`src/rtl/fwd_pkg.sv`:
```
package fwd_pkg;

  localparam int OPC_W = 7;

  localparam logic [OPC_W-1:0] OPC_LOAD  = 7'h03;
  localparam logic [OPC_W-1:0] OPC_STORE = 7'h23;

  // Operand source select codes; other stages decode these bit patterns.
  typedef enum logic [1:0] {
    SRC_RF  = 2'b00,
    SRC_MWB = 2'b01,
    SRC_EXM = 2'b10
  } fwd_src_e;

endpackage

```
`src/rtl/fwd_pick.sv`:
```
module fwd_pick
  import fwd_pkg::*;
#(
  parameter int REG_AW = 5
) (
  input  logic [REG_AW-1:0] src_idx,
  input  logic [REG_AW-1:0] exm_rd,
  input  logic              exm_we,
  input  logic              exm_is_load,
  input  logic [REG_AW-1:0] mwb_rd,
  input  logic              mwb_we,
  output fwd_src_e          src
);

  logic src_live;
  logic hit_exm;
  logic hit_mwb;

  always_comb begin
    src_live = (src_idx != '0);
    hit_exm  = src_live && exm_we && !exm_is_load && (exm_rd == src_idx);
    hit_mwb  = src_live && mwb_we && (mwb_rd == src_idx);
    if (hit_exm) begin
      src = SRC_EXM;
    end else if (hit_mwb) begin
      src = SRC_MWB;
    end else begin
      src = SRC_RF;
    end
  end

endmodule

```
`src/rtl/fwd_mux.sv`:
```
module fwd_mux
  import fwd_pkg::*;
#(
  parameter int XLEN = 32
) (
  input  fwd_src_e        sel,
  input  logic [XLEN-1:0] rf_val,
  input  logic [XLEN-1:0] exm_val,
  input  logic [XLEN-1:0] mwb_val,
  output logic [XLEN-1:0] out_val
);

  always_comb begin
    unique case (sel)
      SRC_EXM: out_val = exm_val;
      SRC_MWB: out_val = mwb_val;
      default: out_val = rf_val;
    endcase
  end

endmodule

```
`src/rtl/lu_detect.sv`:
```
module lu_detect
  import fwd_pkg::*;
#(
  parameter int REG_AW    = 5,
  parameter int SYNC_DEPTH = 2
) (
  input  logic              clk,
  input  logic              rst_n,
  input  logic [REG_AW-1:0] id_rs1,
  input  logic [REG_AW-1:0] id_rs2,
  input  logic [REG_AW-1:0] exm_rd,
  input  logic              exm_we,
  input  logic              exm_is_load,
  output logic              stall,
  output logic              bubble
);

  // Reset: asserted asynchronously, released on a clock edge.
  logic [SYNC_DEPTH-1:0] rst_sync_q;
  logic                  rst_ok;

  always_ff @(posedge clk or negedge rst_n) begin
    if (!rst_n) begin
      rst_sync_q <= '0;
    end else begin
      rst_sync_q <= {rst_sync_q[SYNC_DEPTH-2:0], 1'b1};
    end
  end

  assign rst_ok = rst_sync_q[SYNC_DEPTH-1];

  logic hazard;
  logic guard_q;
  logic guard_d;
  logic guard_en;

  always_comb begin
    hazard   = exm_we && exm_is_load && (exm_rd != '0) &&
               ((exm_rd == id_rs1) || (exm_rd == id_rs2));
    stall    = hazard && !guard_q;
    bubble   = stall;
    guard_en = stall || guard_q;
    guard_d  = stall;
  end

  always_ff @(posedge clk or negedge rst_ok) begin
    if (!rst_ok) begin
      guard_q <= 1'b0;
    end else if (guard_en) begin
      guard_q <= guard_d;
    end
  end

  assert_stall_oneshot_R8: assert property (@(posedge clk) disable iff (!rst_ok)
    stall |=> !stall);

  assert_bubble_with_stall_R7: assert property (@(posedge clk) disable iff (!rst_ok)
    bubble == stall);

  assert_no_stall_x0_R2: assert property (@(posedge clk) disable iff (!rst_ok)
    (exm_rd == '0 || !exm_we) |-> !stall);

endmodule

```
`src/rtl/fwd_unit.sv`:
```
module fwd_unit
  import fwd_pkg::*;
#(
  parameter int XLEN   = 32,
  parameter int REG_AW = 5
) (
  input  logic              clk,
  input  logic              rst_n,
  input  logic [REG_AW-1:0] id_rs1,
  input  logic [REG_AW-1:0] id_rs2,
  input  logic [6:0]        id_opcode,
  input  logic [REG_AW-1:0] exm_rd,
  input  logic              exm_we,
  input  logic [6:0]        exm_opcode,
  input  logic [XLEN-1:0]   exm_alu_result,
  input  logic [REG_AW-1:0] mwb_rd,
  input  logic              mwb_we,
  input  logic [XLEN-1:0]   mwb_wdata,
  input  logic [XLEN-1:0]   rf_rs1_data,
  input  logic [XLEN-1:0]   rf_rs2_data,
  output logic [1:0]        sel_a,
  output logic [1:0]        sel_b,
  output logic [1:0]        sel_st,
  output logic [XLEN-1:0]   op_a,
  output logic [XLEN-1:0]   op_b,
  output logic [XLEN-1:0]   st_data,
  output logic              stall,
  output logic              bubble
);

  localparam int NSRC = 2;

  logic exm_is_load;
  logic id_is_store;

  assign exm_is_load = (exm_opcode == OPC_LOAD);
  assign id_is_store = (id_opcode == OPC_STORE);

  logic [REG_AW-1:0] src_idx [NSRC];
  logic [XLEN-1:0]   rf_val  [NSRC];
  fwd_src_e          src_sel [NSRC];
  logic [XLEN-1:0]   fwd_val [NSRC];

  assign src_idx[0] = id_rs1;
  assign src_idx[1] = id_rs2;
  assign rf_val[0]  = rf_rs1_data;
  assign rf_val[1]  = rf_rs2_data;

  for (genvar g = 0; g < NSRC; g++) begin : g_src
    fwd_pick #(.REG_AW(REG_AW)) u_pick (
      .src_idx     (src_idx[g]),
      .exm_rd      (exm_rd),
      .exm_we      (exm_we),
      .exm_is_load (exm_is_load),
      .mwb_rd      (mwb_rd),
      .mwb_we      (mwb_we),
      .src         (src_sel[g])
    );

    fwd_mux #(.XLEN(XLEN)) u_mux (
      .sel     (src_sel[g]),
      .rf_val  (rf_val[g]),
      .exm_val (exm_alu_result),
      .mwb_val (mwb_wdata),
      .out_val (fwd_val[g])
    );
  end

  // Second source: ALU operand for most ops, store-data path for stores.
  always_comb begin
    sel_a = src_sel[0];
    op_a  = fwd_val[0];
    if (id_is_store) begin
      sel_b   = SRC_RF;
      op_b    = rf_rs2_data;
      sel_st  = src_sel[1];
      st_data = fwd_val[1];
    end else begin
      sel_b   = src_sel[1];
      op_b    = fwd_val[1];
      sel_st  = SRC_RF;
      st_data = rf_rs2_data;
    end
  end

  lu_detect #(.REG_AW(REG_AW)) u_lu (
    .clk         (clk),
    .rst_n       (rst_n),
    .id_rs1      (id_rs1),
    .id_rs2      (id_rs2),
    .exm_rd      (exm_rd),
    .exm_we      (exm_we),
    .exm_is_load (exm_is_load),
    .stall       (stall),
    .bubble      (bubble)
  );

  assert_sel_legal_R1: assert property (@(posedge clk) disable iff (!rst_n)
    (sel_a != 2'b11) && (sel_b != 2'b11) && (sel_st != 2'b11));

  assert_x0_not_bypassed_R2: assert property (@(posedge clk) disable iff (!rst_n)
    (id_rs1 == '0) |-> (sel_a == SRC_RF));

  assert_load_not_source_R6: assert property (@(posedge clk) disable iff (!rst_n)
    exm_is_load |-> (sel_a != SRC_EXM && sel_b != SRC_EXM && sel_st != SRC_EXM));

  assert_exm_priority_R5: assert property (@(posedge clk) disable iff (!rst_n)
    (exm_we && !exm_is_load && exm_rd != '0 && exm_rd == id_rs1) |->
      (sel_a == SRC_EXM && op_a == exm_alu_result));

  assert_store_b_rf_R9: assert property (@(posedge clk) disable iff (!rst_n)
    id_is_store |-> (sel_b == SRC_RF && op_b == rf_rs2_data));

  assert_nonstore_st_rf_R9: assert property (@(posedge clk) disable iff (!rst_n)
    !id_is_store |-> (sel_st == SRC_RF && st_data == rf_rs2_data));

endmodule

```
`config.mk`:
```
export PLATFORM = sky130hd
export DESIGN_NAME = fwd_unit
export DESIGN_NICKNAME = d
export VERILOG_FILES = /design/src/rtl/fwd_pkg.sv /design/src/rtl/fwd_pick.sv /design/src/rtl/fwd_mux.sv /design/src/rtl/lu_detect.sv /design/src/rtl/fwd_unit.sv
export SDC_FILE = /design/constraint.sdc
export NUM_CORES = 1
export LEC_CHECK = 0
export ABC_CLOCK_PERIOD_IN_PS = 2000
export BUFFER_PORTS_ARGS = -buffer_cell sky130_fd_sc_hd__buf_2
export CORE_AREA = 2 2 104 106
export DETAILED_ROUTE_END_ITERATION = 10
export DIE_AREA = 0 0 106 108
export MAX_ROUTING_LAYER = met4
export PLACE_DENSITY = 0.66
export SLEW_MARGIN = 25
export SYNTH_ARGS = -nofsm -noshare
export SYNTH_HDL_FRONTEND = slang
export SYNTH_SLANG_ARGS = --single-unit
```
`constraint.sdc`:
```
create_clock -name clk -period 2 [get_ports clk]
set_clock_uncertainty 0.05 [all_clocks]
set_input_delay 0.2 -clock clk [delete_from_list [all_inputs] [get_ports clk]]
set_output_delay 0.2 -clock clk [all_outputs]
set_load 0.01 [all_outputs]
```
# Word level (Yosys, flattened, before mapping)
# Index checks and enable logic that the tools add are counted.
# Widths: inputs -> output; s select.
[word_totals]
ff_bits = 3
input_bits = 166
out_inout_bits = 104
wordCells = 43
[classes]
eq_ne = 10
muxes = 10
n_reduce_logical = 21
[op_table]
columns = ["operator", "count"]
rows = [
  ["$pmux 32 s2", 2],
  ["$mux 32", 2],
  ["$eq 5x5->1", 4],
  ["$reduce_bool 5->1", 3],
  ["$logic_and 1x1->1", 14],
  ["$mux 2", 4],
  ["$eq 7x2->1 const B", 1],
  ["$eq 7x6->1 const B", 1],
  ["$eq 2x1->1 const B", 2],
  ["$eq 2x2->1 const B", 2],
  ["$logic_not 1->1", 2],
  ["$logic_or 1x1->1", 2],
  ["$mux 1", 2],
]

# Longest topological paths before layout
# Gate-level depths: netlist (run 1).
[logic_depth]
ltp_word = 8
depth_mapped = 7
mapped_depth_nobuf = 5

# By module
# A second synthesis (run 1) with hierarchy kept.
[hier_totals]
cells_unflattened = 371
area_unflattened_um2 = 2707.6
[modules_own_cells]
columns = ["module", "instances", "cells_per_inst", "area_per_inst_um2", "seq_area_each_um2"]
rows = [
  ["fwd_mux", 2, 113, 636.9, 0.0],
  ["fwd_unit", 1, 82, 895.9, 0.0],
  ["fwd_pick", 2, 19, 155.1, 0.0],
  ["lu_detect", 1, 25, 227.7, 75.1],
]

# Least setup slack after synthesis (run 1)
# OpenSTA, ideal clock, no wires.
[synth_timing]
path_type = "input -> output"
start = "in id_rs2[1]"
end = "out sel_st[0]"
t_arrival_ps = 1895
t_required_ps = 1750
path_slack_ps = -145
path_stages = 6
path_buffers = 2
path_cell_list = "or4_4 -> or2_1 -> and4_1 -> buf_2 -> buf_2 -> nor4_1"
[synth_between]
elab_chain_cells = 6
elab_cells_between_ends = 11
cone_classes = "eq/ne (2); mux (3); reduce/logical (6)"
[synth_rtl]
columns = ["item", "line", "source"]
rows = [
  ["from (decl)", "fwd_unit.sv:10", "input logic [REG_AW-1:0] id_rs2,"],
  ["$reduce_bool 5->1", "fwd_pick.sv:20", "src_live = (src_idx != '0);"],
  ["$logic_and 1x1->1 (on tied branches) (2 in a row)", "fwd_pick.sv:22, fwd_pick.sv:21", ""],
  ["$mux 1 or $logic_and 1x1->1 (tied branches)", "fwd_pick.sv:25, fwd_pick.sv:21", ""],
  ["$mux 2 *", "fwd_pick.sv:23", "if (hit_exm) begin"],
  ["$mux 2 *", "fwd_unit.sv:73", "if (id_is_store) begin"],
  ["to (decl)", "fwd_unit.sv:23", "output logic [1:0] sel_st,"],
]
# Mark *: on every way between the ends. The rest lies on a longest branch, timed or not.

# Worst setup path in the final report (run 1)
[layout_timing]
start = "in id_rs2[1]"
end = "out st_data[16]"
[layout_between]
elab_chain_cells = 8
elab_cells_between_ends = 14
cone_classes = "eq/ne (4); mux (4); reduce/logical (6)"
[layout_rtl]
columns = ["item", "line", "source"]
rows = [
  ["$reduce_bool 5->1", "fwd_pick.sv:20", ""],
  ["$logic_and 1x1->1 (on tied branches) (2 in a row)", "fwd_pick.sv:22, fwd_pick.sv:21", ""],
  ["$mux 1 or $logic_and 1x1->1 (tied branches)", "fwd_pick.sv:25, fwd_pick.sv:21", ""],
  ["$mux 2 *", "fwd_pick.sv:23", ""],
  ["$eq 2x1->1 or $eq 2x2->1 (tied branches)", "fwd_mux.sv:14", "unique case (sel)"],
  ["$pmux 32 s2 *", "fwd_mux.sv:14", ""],
  ["$mux 32 *", "fwd_unit.sv:73", ""],
  ["to (decl)", "fwd_unit.sv:26", "output logic [XLEN-1:0] st_data,"],
]
# Marked as above.

==> results of run 1 <==
## metal layers
metal  wire length (um)  vias to the layer above  track usage, %
li1                   -                     2128               -
met1               6014                     2134           28.73
met2               7905                      282           44.93
met3               1327                       27           2.893
met4                293                        0           7.331
met5                  0                        -               -
## logic make-up after synthesis
group | after synthesis | share of synthesized area [%]
xor+xnor | 20 | 6.692
flops | 3 | 2.868
other cells | 1 | 0.1433
simple gates | 96 | 20.17
mux | 32 | 12.24
buf+inv | 51 | 10.09
compound gates | 166 | 47.80
## Yosys cell counts (4+ instances only)
| cell | n | area, um2 |
|---|---|---|
| sky130_fd_sc_hd__a21oi_1 | 64 | 320.3 |
| sky130_fd_sc_hd__a221o_1 | 64 | 640.6 |
| sky130_fd_sc_hd__and3_1 | 33 | 206.5 |
| sky130_fd_sc_hd__buf_1 | 4 | 15.01 |
| sky130_fd_sc_hd__buf_2 | 10 | 50.05 |
| sky130_fd_sc_hd__buf_4 | 6 | 45.04 |
| sky130_fd_sc_hd__buf_6 | 5 | 56.30 |
| sky130_fd_sc_hd__clkbuf_1 | 24 | 90.09 |
| sky130_fd_sc_hd__mux2i_1 | 32 | 320.3 |
| sky130_fd_sc_hd__nor2_1 | 38 | 142.6 |
| sky130_fd_sc_hd__nor3_1 | 5 | 25.02 |
| sky130_fd_sc_hd__o31ai_1 | 32 | 240.2 |
| sky130_fd_sc_hd__xnor2_1 | 10 | 87.58 |
| sky130_fd_sc_hd__xor2_1 | 10 | 87.58 |
## power by group through the flow
| stage | Clock, mW | Combinational, mW | Sequential, mW |
|---|---|---|---|
| finish | 0.174 | 0.883 | 0.0638 |
| global route | 0.184 | 0.952 | 0.0640 |
| CTS | 0.177 | 0.858 | 0.0638 |
| detailed placement | 0 | 0.809 | 0.0648 |
| global placement | 0 | 0.797 | 0.0644 |
| floorplan | 0 | 0.358 | 0.0643 |
## final timing paths
check                                      to  cells after the start  slack, ps
setup / recovery                  st_data[16]                     10       -380
hold / removal             u_lu.rst_sync_q[1]                      2        250
setup reg to reg                 u_lu.guard_q                      1       1240
hold reg to reg            u_lu.rst_sync_q[1]                      0        300
max in group asynchronous        u_lu.guard_q                      1       1310
min in group clk                 u_lu.guard_q                      4        280
## through the flow
stage	hold slack (ps)	utilization, %	cell area, um2	setup WS (ps)
finish	250.9	49.44	5059	-375.0
floorplan	-145.6	-	2645	-114.3
global route	258.2	49.42	5056	-444.1
global placement	-63.28	43.17	4417	-584.9
CTS	251.2	47.57	4867	-371.3
detailed placement	-59.69	43.22	4422	-710.1
## sequential cells by signal, summed over array words and instances (netlist names)
name	flops
u_lu.rst_sync_q	2
u_lu.guard_q	1
## critical path, delay by kind of cell
family	cells	cell delay, ps
AO/OA/AOI/OAI	1	310
buffers and inverters	5	610
AND/OR/NAND/NOR	4	1000
## final cells by class
cell class | instances | area share (%)
antenna | 1 | 0.04947
inverter | 2 | 0.1484
clock buffer | 4 | 0.8904
sequential | 3 | 1.484
multi-input combinational | 320 | 48.38
tap | 136 | 3.364
timing repair buffer | 350 | 45.68
## timing repair
| item | 4_1_cts | 5_1_grt |
|---|---|---|
| cloned | 6 | 5 |
| hold buffers | 2 | 0 |
| pin swaps | 67 | 24 |
| endpoints found under the setup margin | 100 | 101 |
| buffers inserted | 16 | 11 |
| resized for setup | 32 | 26 |
| hold endpoints to repair | 3 | 0 |
==> impl_results.md, run 1 <==
* Clock-pin slew on the worst setup and hold paths at about 30 ps
* Cells after DPL at a little under 800
* Fillers at 1,003
* EDFF count, synth at 0
* Count of mapped cells out of synthesis at about 370
* Worst-case setup margin in the final layout at -375.0 ps
* Sequential fraction of design power at 5.7%
* Final-report hold violation count at 0
* Dpl hpwl at about 10,000 um
* CP Data Arrival Time at about 2100 ps
* Worst min-delay path class: in2async
* Multi-input logic area at 0.002447 mm2
* Overall power at around 1.1 mW
* Failing checks: setup timing
* Pint at roughly 0.64 mW
* Post-Synthesis Mean Instance Area at approximately 7.1 um2
* Outcome: finished with violations
* Flop and latch count out of synthesis at 3
* Die area at roughly 0.011 mm2
* Max clock buf depth at 2
* Placement Rows at 37
* Via count at 4,571
* Required arrival time at the worst endpoint at 1750 ps
* Leakage power total at 2.498 nW
* Power per standard cell area at 221.7 mW/mm2
* Minimum clock period after layout at 2375 ps
* Cells along the critical path: buf_6 -> or4_4 -> or2_4 -> nand4_1 -> buf_8 -> buf_12 -> nor2_4 -> buf_6 -> a221o_1 -> buf_2
* GRT Total Usage at 24.75%
* Nets in the synthesized netlist at 535
* Number of different library cells in the post-synthesis netlist at 37
* Placer congestion estimate at around 0.85
* Largest net degree at the start of global routing at 35
* Wire length of the first global-routing pass at approximately 22,000 um
* Final Max Tran Viols at 0
* Number of antenna violations at the first check in global routing at 0
* Number of design rule violations left after detail routing at 0
* Upper clock frequency limit at 0.4211 GHz
* Count of antenna-violating nets left after detailed routing at 0
* Routed vias/inst at between 5 and 6
* Number of H-tree branching levels at 1
* Cell type with the highest occurrence count on the critical path: sky130_fd_sc_hd__buf_6
* Commonest cells after routing, fill and taps aside: sky130_fd_sc_hd__buf_2, sky130_fd_sc_hd__a221o_1, sky130_fd_sc_hd__a21oi_1
* Num ports at 270
* Clock Root Buffer: sky130_fd_sc_hd__clkbuf_8
* Area growth from synthesis to final layout at 93.26%
* Kind of end point of the critical path: primary output
* Fraction of synthesis flops using an asynchronous set or reset pin at between 90% and 100%
* Cell Count, Final, Fillers Out at 816
* Yosys Warn Count at 0
* Net count, final at between 800 and 900
* Summed negative setup slack over all endpoints at -26,170 ps
* Clock tree from TritonCTS: built
* Delay of the slowest cell on the worst path at around 540 ps
* Initial core utilization at roughly a quarter
* Vertical die dimension at approximately 110 um
* Clk network pwr share at 15.6%
* Final routed wirelength across all metal layers at around 16,000 um
* Share of cells above drive strength 1 at 55.52%
* Number of DRC markers in iteration 0 at 343
* Sequential element share of the synthesized area at 2.868%
* Net switching power at ~0.48 mW
* Unrepaired setup endpoints after global routing: true
* Final Cycle Share at 118.8%
* Number of CTS-inserted buffers at 3
* Most common cell after layout, fill and taps aside: sky130_fd_sc_hd__buf_2
* Die W at 106 um
* Area taken by flip-flops and latches at between 70 and 80 um2
* Area of the mapped netlist at about 0.0026 mm2
* Commonest register cell after synthesis: sky130_fd_sc_hd__dfrtp_1
* Source of the critical timing path: id_rs2[1]
* Worst-skew pair later-pin latency at between 200 and 250 ps
* Vias in the first global route at ~4.3k
* GRT Residual Overflow at 0
* Switching Share at 42.53%
* Clock Sink Count at 3
* Cell with the largest stage delay on the worst path: sky130_fd_sc_hd__or4_4
* Worst Path Class, Setup: in2out
* Setup crit start kind: input pin
* Largest fanout on the critical path at 8
* Number of buffers added on ports at roughly 270
* Gate power share at roughly 79%
* Number of iterations in the first detailed-routing pass at 5
* Final setup viols at 100
* Maximum vdd drop at between 0.2 and 0.25 mV
* Max Cap Viol at 0
* WL per Instance at ~19 um
* Reg2reg start: u_lu.guard_q
* Core footprint at approximately 0.01 mm2
Note: power is estimated with default switching activity, not from simulation.
==> run 2: changes to the inputs <==
--- a/config.mk
+++ b/config.mk
@@ -12,6 +12,7 @@
 export DIE_AREA = 0 0 106 108
 export MAX_ROUTING_LAYER = met4
 export PLACE_DENSITY = 0.66
+export RECOVER_POWER = 50
 export SLEW_MARGIN = 25
 export SYNTH_ARGS = -nofsm -noshare
 export SYNTH_HDL_FRONTEND = slang
==> run 2 against run 1 <==
  * The flow still finishes with violations (setup timing)
  * Clock-buffer cell count stayed put
  * Fmax is the same
  * Sequential share of layout area about the same
  * Die area unchanged
  * Register-to-register slack hardly changed
  * Clock power barely moved
  * Largest cell class unchanged
  * Largest power group unchanged
==> impl_results.md, run 2 (synthesized netlist as in run 1, its figures left out) <==
* GRT Total Usage at 24.75%
* Maximum vdd drop at 0.2058 mV
* Number of CTS-inserted buffers at 3
* Most common cell after layout, fill and taps aside: sky130_fd_sc_hd__buf_2
* Layout Cell Area excl Fill at 0.005057 mm2
* R2R cell count at 1
* Area growth from synthesis to final layout at 93.21%
* Fillers at 1,004
* Vias in the first global route at ~4.3k
* Net switching power at about 0.48 mW
* Gate power share at 78.8%
* Share of cells above drive strength 1 at 55.38%
* Final-report hold violation count at 0
* Cell type with the highest occurrence count on the critical path: sky130_fd_sc_hd__buf_6
* Clock Sink Count at 3
* Vertical die dimension at around 110 um
* Die W at around 110 um
* Cells along the critical path: buf_6 -> or4_4 -> or2_4 -> nand4_1 -> buf_8 -> buf_12 -> nor2_4 -> buf_6 -> a221o_1 -> buf_2
* Upper clock frequency limit at around 0.42 GHz
* Net count, final at between 800 and 900
* Pint at around 0.64 mW
* GRT Residual Overflow at 0
* Worst Path Class, Setup: in2out
* Wire length of the first global-routing pass at 22,270 um
* Setup crit end: st_data[16]
* Reg2reg start: u_lu.guard_q
* Final Cycle Share at 118.8%
* FF-to-FF setup slack at roughly 1200 ps
* Via count at 4,571
* Kind of end point of the critical path: primary output
* Number of design rule violations left after detail routing at 0
* Num ports at 270
* Worst-case setup margin in the final layout at -375.0 ps
* Max clock buf depth at 2
* Failing checks: setup timing
* Core footprint at 0.01023 mm2
* Number of buffers added on ports at approximately 270
* Delay of the slowest cell on the worst path at about 540 ps
* Power per standard cell area at between 200 and 250 mW/mm2
* Number of antenna violations at the first check in global routing at 0
* Worst-case hold slack at approximately 250 ps
* Commonest cells after routing, fill and taps aside: sky130_fd_sc_hd__buf_2, sky130_fd_sc_hd__a221o_1, sky130_fd_sc_hd__a21oi_1
* Clock-pin slew on the worst setup and hold paths at 30 ps
* Clk network pwr share at between 15 and 20%
* Worst min-delay path class: in2async
* Final routed wirelength across all metal layers at 15,540 um
* Largest net degree at the start of global routing at 35
* Leakage power total at about 2.5 nW
* Outcome: finished with violations
* Worst-skew pair later-pin latency at about 210 ps
* Number of DRC markers in iteration 0 at roughly 340
* Final setup viols at 100
* Placed standard-cell area at about 0.0044 mm2
* Switching Share at 42.54%
* Max Cap Viol at 0
* Placement Rows at 37
* Clock Root Buffer: sky130_fd_sc_hd__clkbuf_8
* Initial core utilization at between 20 and 30%
* Endpoint of the worst register-to-register path: u_lu.guard_q
* Cell with the largest stage delay on the worst path: sky130_fd_sc_hd__or4_4
* Largest reg by FF count: u_lu.rst_sync_q
* Biggest registers after layout: u_lu.rst_sync_q x2, u_lu.guard_q x1
* Required arrival time at the worst endpoint at 1750 ps
* Number of iterations in the first detailed-routing pass at 5
* Sequential fraction of design power at 5.7%
* Unrepaired setup endpoints after global routing: true
* WL per Instance at roughly 19 um
* Flip-flop count of the largest register, all copies and words added at 2
* Placer congestion estimate at approximately 0.85
* Setup crit start kind: input pin
* Source of the critical timing path: id_rs2[1]
* Number of H-tree branching levels at 1
* Die area at around 0.011 mm2
* Minimum clock period after layout at 2375 ps
* Clock tree from TritonCTS: built
* Count of antenna-violating nets left after detailed routing at 0
* Largest fanout on the critical path at 8
* Final Max Tran Viols at 0
* Routed vias/inst at 5.602
* CP Data Arrival Time at about 2100 ps
* Dpl hpwl at roughly 10,000 um
run 2: layout make-up:
| type | count | area, um2 | area share, % |
|---|---|---|---|
| clock buffers | 4 | 45.04 | 0.8906 |
| inverters | 2 | 7.507 | 0.1484 |
| multi-input cells | 320 | 2447 | 48.39 |
| diodes | 1 | 2.502 | 0.04948 |
| repair buffers | 350 | 2310 | 45.67 |
| flip-flops and latches | 3 | 75.07 | 1.484 |
| well taps | 136 | 170.2 | 3.365 |
run 2: worst min-delay path by stage:
| stage | start | to | depth (start not counted) |
|---|---|---|---|
| after CTS | rst_n | u_lu.rst_sync_q[1] | 2 |
| after detailed placement | rst_n | u_lu.rst_sync_q[1] | 1 |
| after global routing | rst_n | u_lu.rst_sync_q[1] | 2 |
| final | rst_n | u_lu.rst_sync_q[1] | 2 |
| after floorplan | rst_n | u_lu.rst_sync_q[0] | 0 |
| after global placement | rst_n | u_lu.rst_sync_q[1] | 1 |
run 2: metrics by stage:
| stage | setup WS (ps) | cells | util, % | setup TNS [ps] | total power, mW |
|---|---|---|---|---|---|
| 5_1_grt | -444.1 | 815 | 49.41 | -33350 | 1.201 |
| 3_5_place_dp | -710.1 | 778 | 43.22 | -38150 | 0.8737 |
| 3_3_place_gp | -584.9 | 778 | 43.17 | -38270 | 0.8613 |
| 2_1_floorplan | -114.3 | 369 | - | -6137 | 0.4219 |
| 4_1_cts | -371.3 | 806 | 47.57 | -27080 | 1.099 |
| 6_report | -375.0 | 816 | 49.43 | -26170 | 1.121 |
run 2: critical path: cells and delay by family:
| kind | cells | cell delay (ps) |
|---|---|---|
| simple gates | 4 | 1000 |
| buf+inv | 5 | 610 |
| compound gates | 1 | 310 |
run 2: what timing repair did:
| action | 4_1_cts | 5_1_grt |
|---|---|---|
| gates cloned | 6 | 5 |
| buffers inserted | 16 | 11 |
| hold buffers | 2 | 0 |
| pin swaps | 67 | 24 |
| endpoints found under the setup margin | 100 | 101 |
| gates resized for setup | 32 | 26 |
| hold endpoints to repair | 3 | 0 |
run 2: routing by layer:
layer	vias to the layer above	share of wire (%)	global-route usage, %
met5	-	0	-
met4	0	1.9	7.331
met3	27	8.5	2.893
met2	282	51	44.93
met1	2134	39	28.73
li1	2128	-	-
run 2: power by group through the flow:
stage,Combinational (mW),Sequential (mW),Clock (mW)
finish,0.883,0.0638,0.174
detailed placement,0.809,0.0648,0
global placement,0.797,0.0644,0
floorplan,0.358,0.0643,0
global route,0.952,0.0640,0.184
CTS,0.858,0.0638,0.177
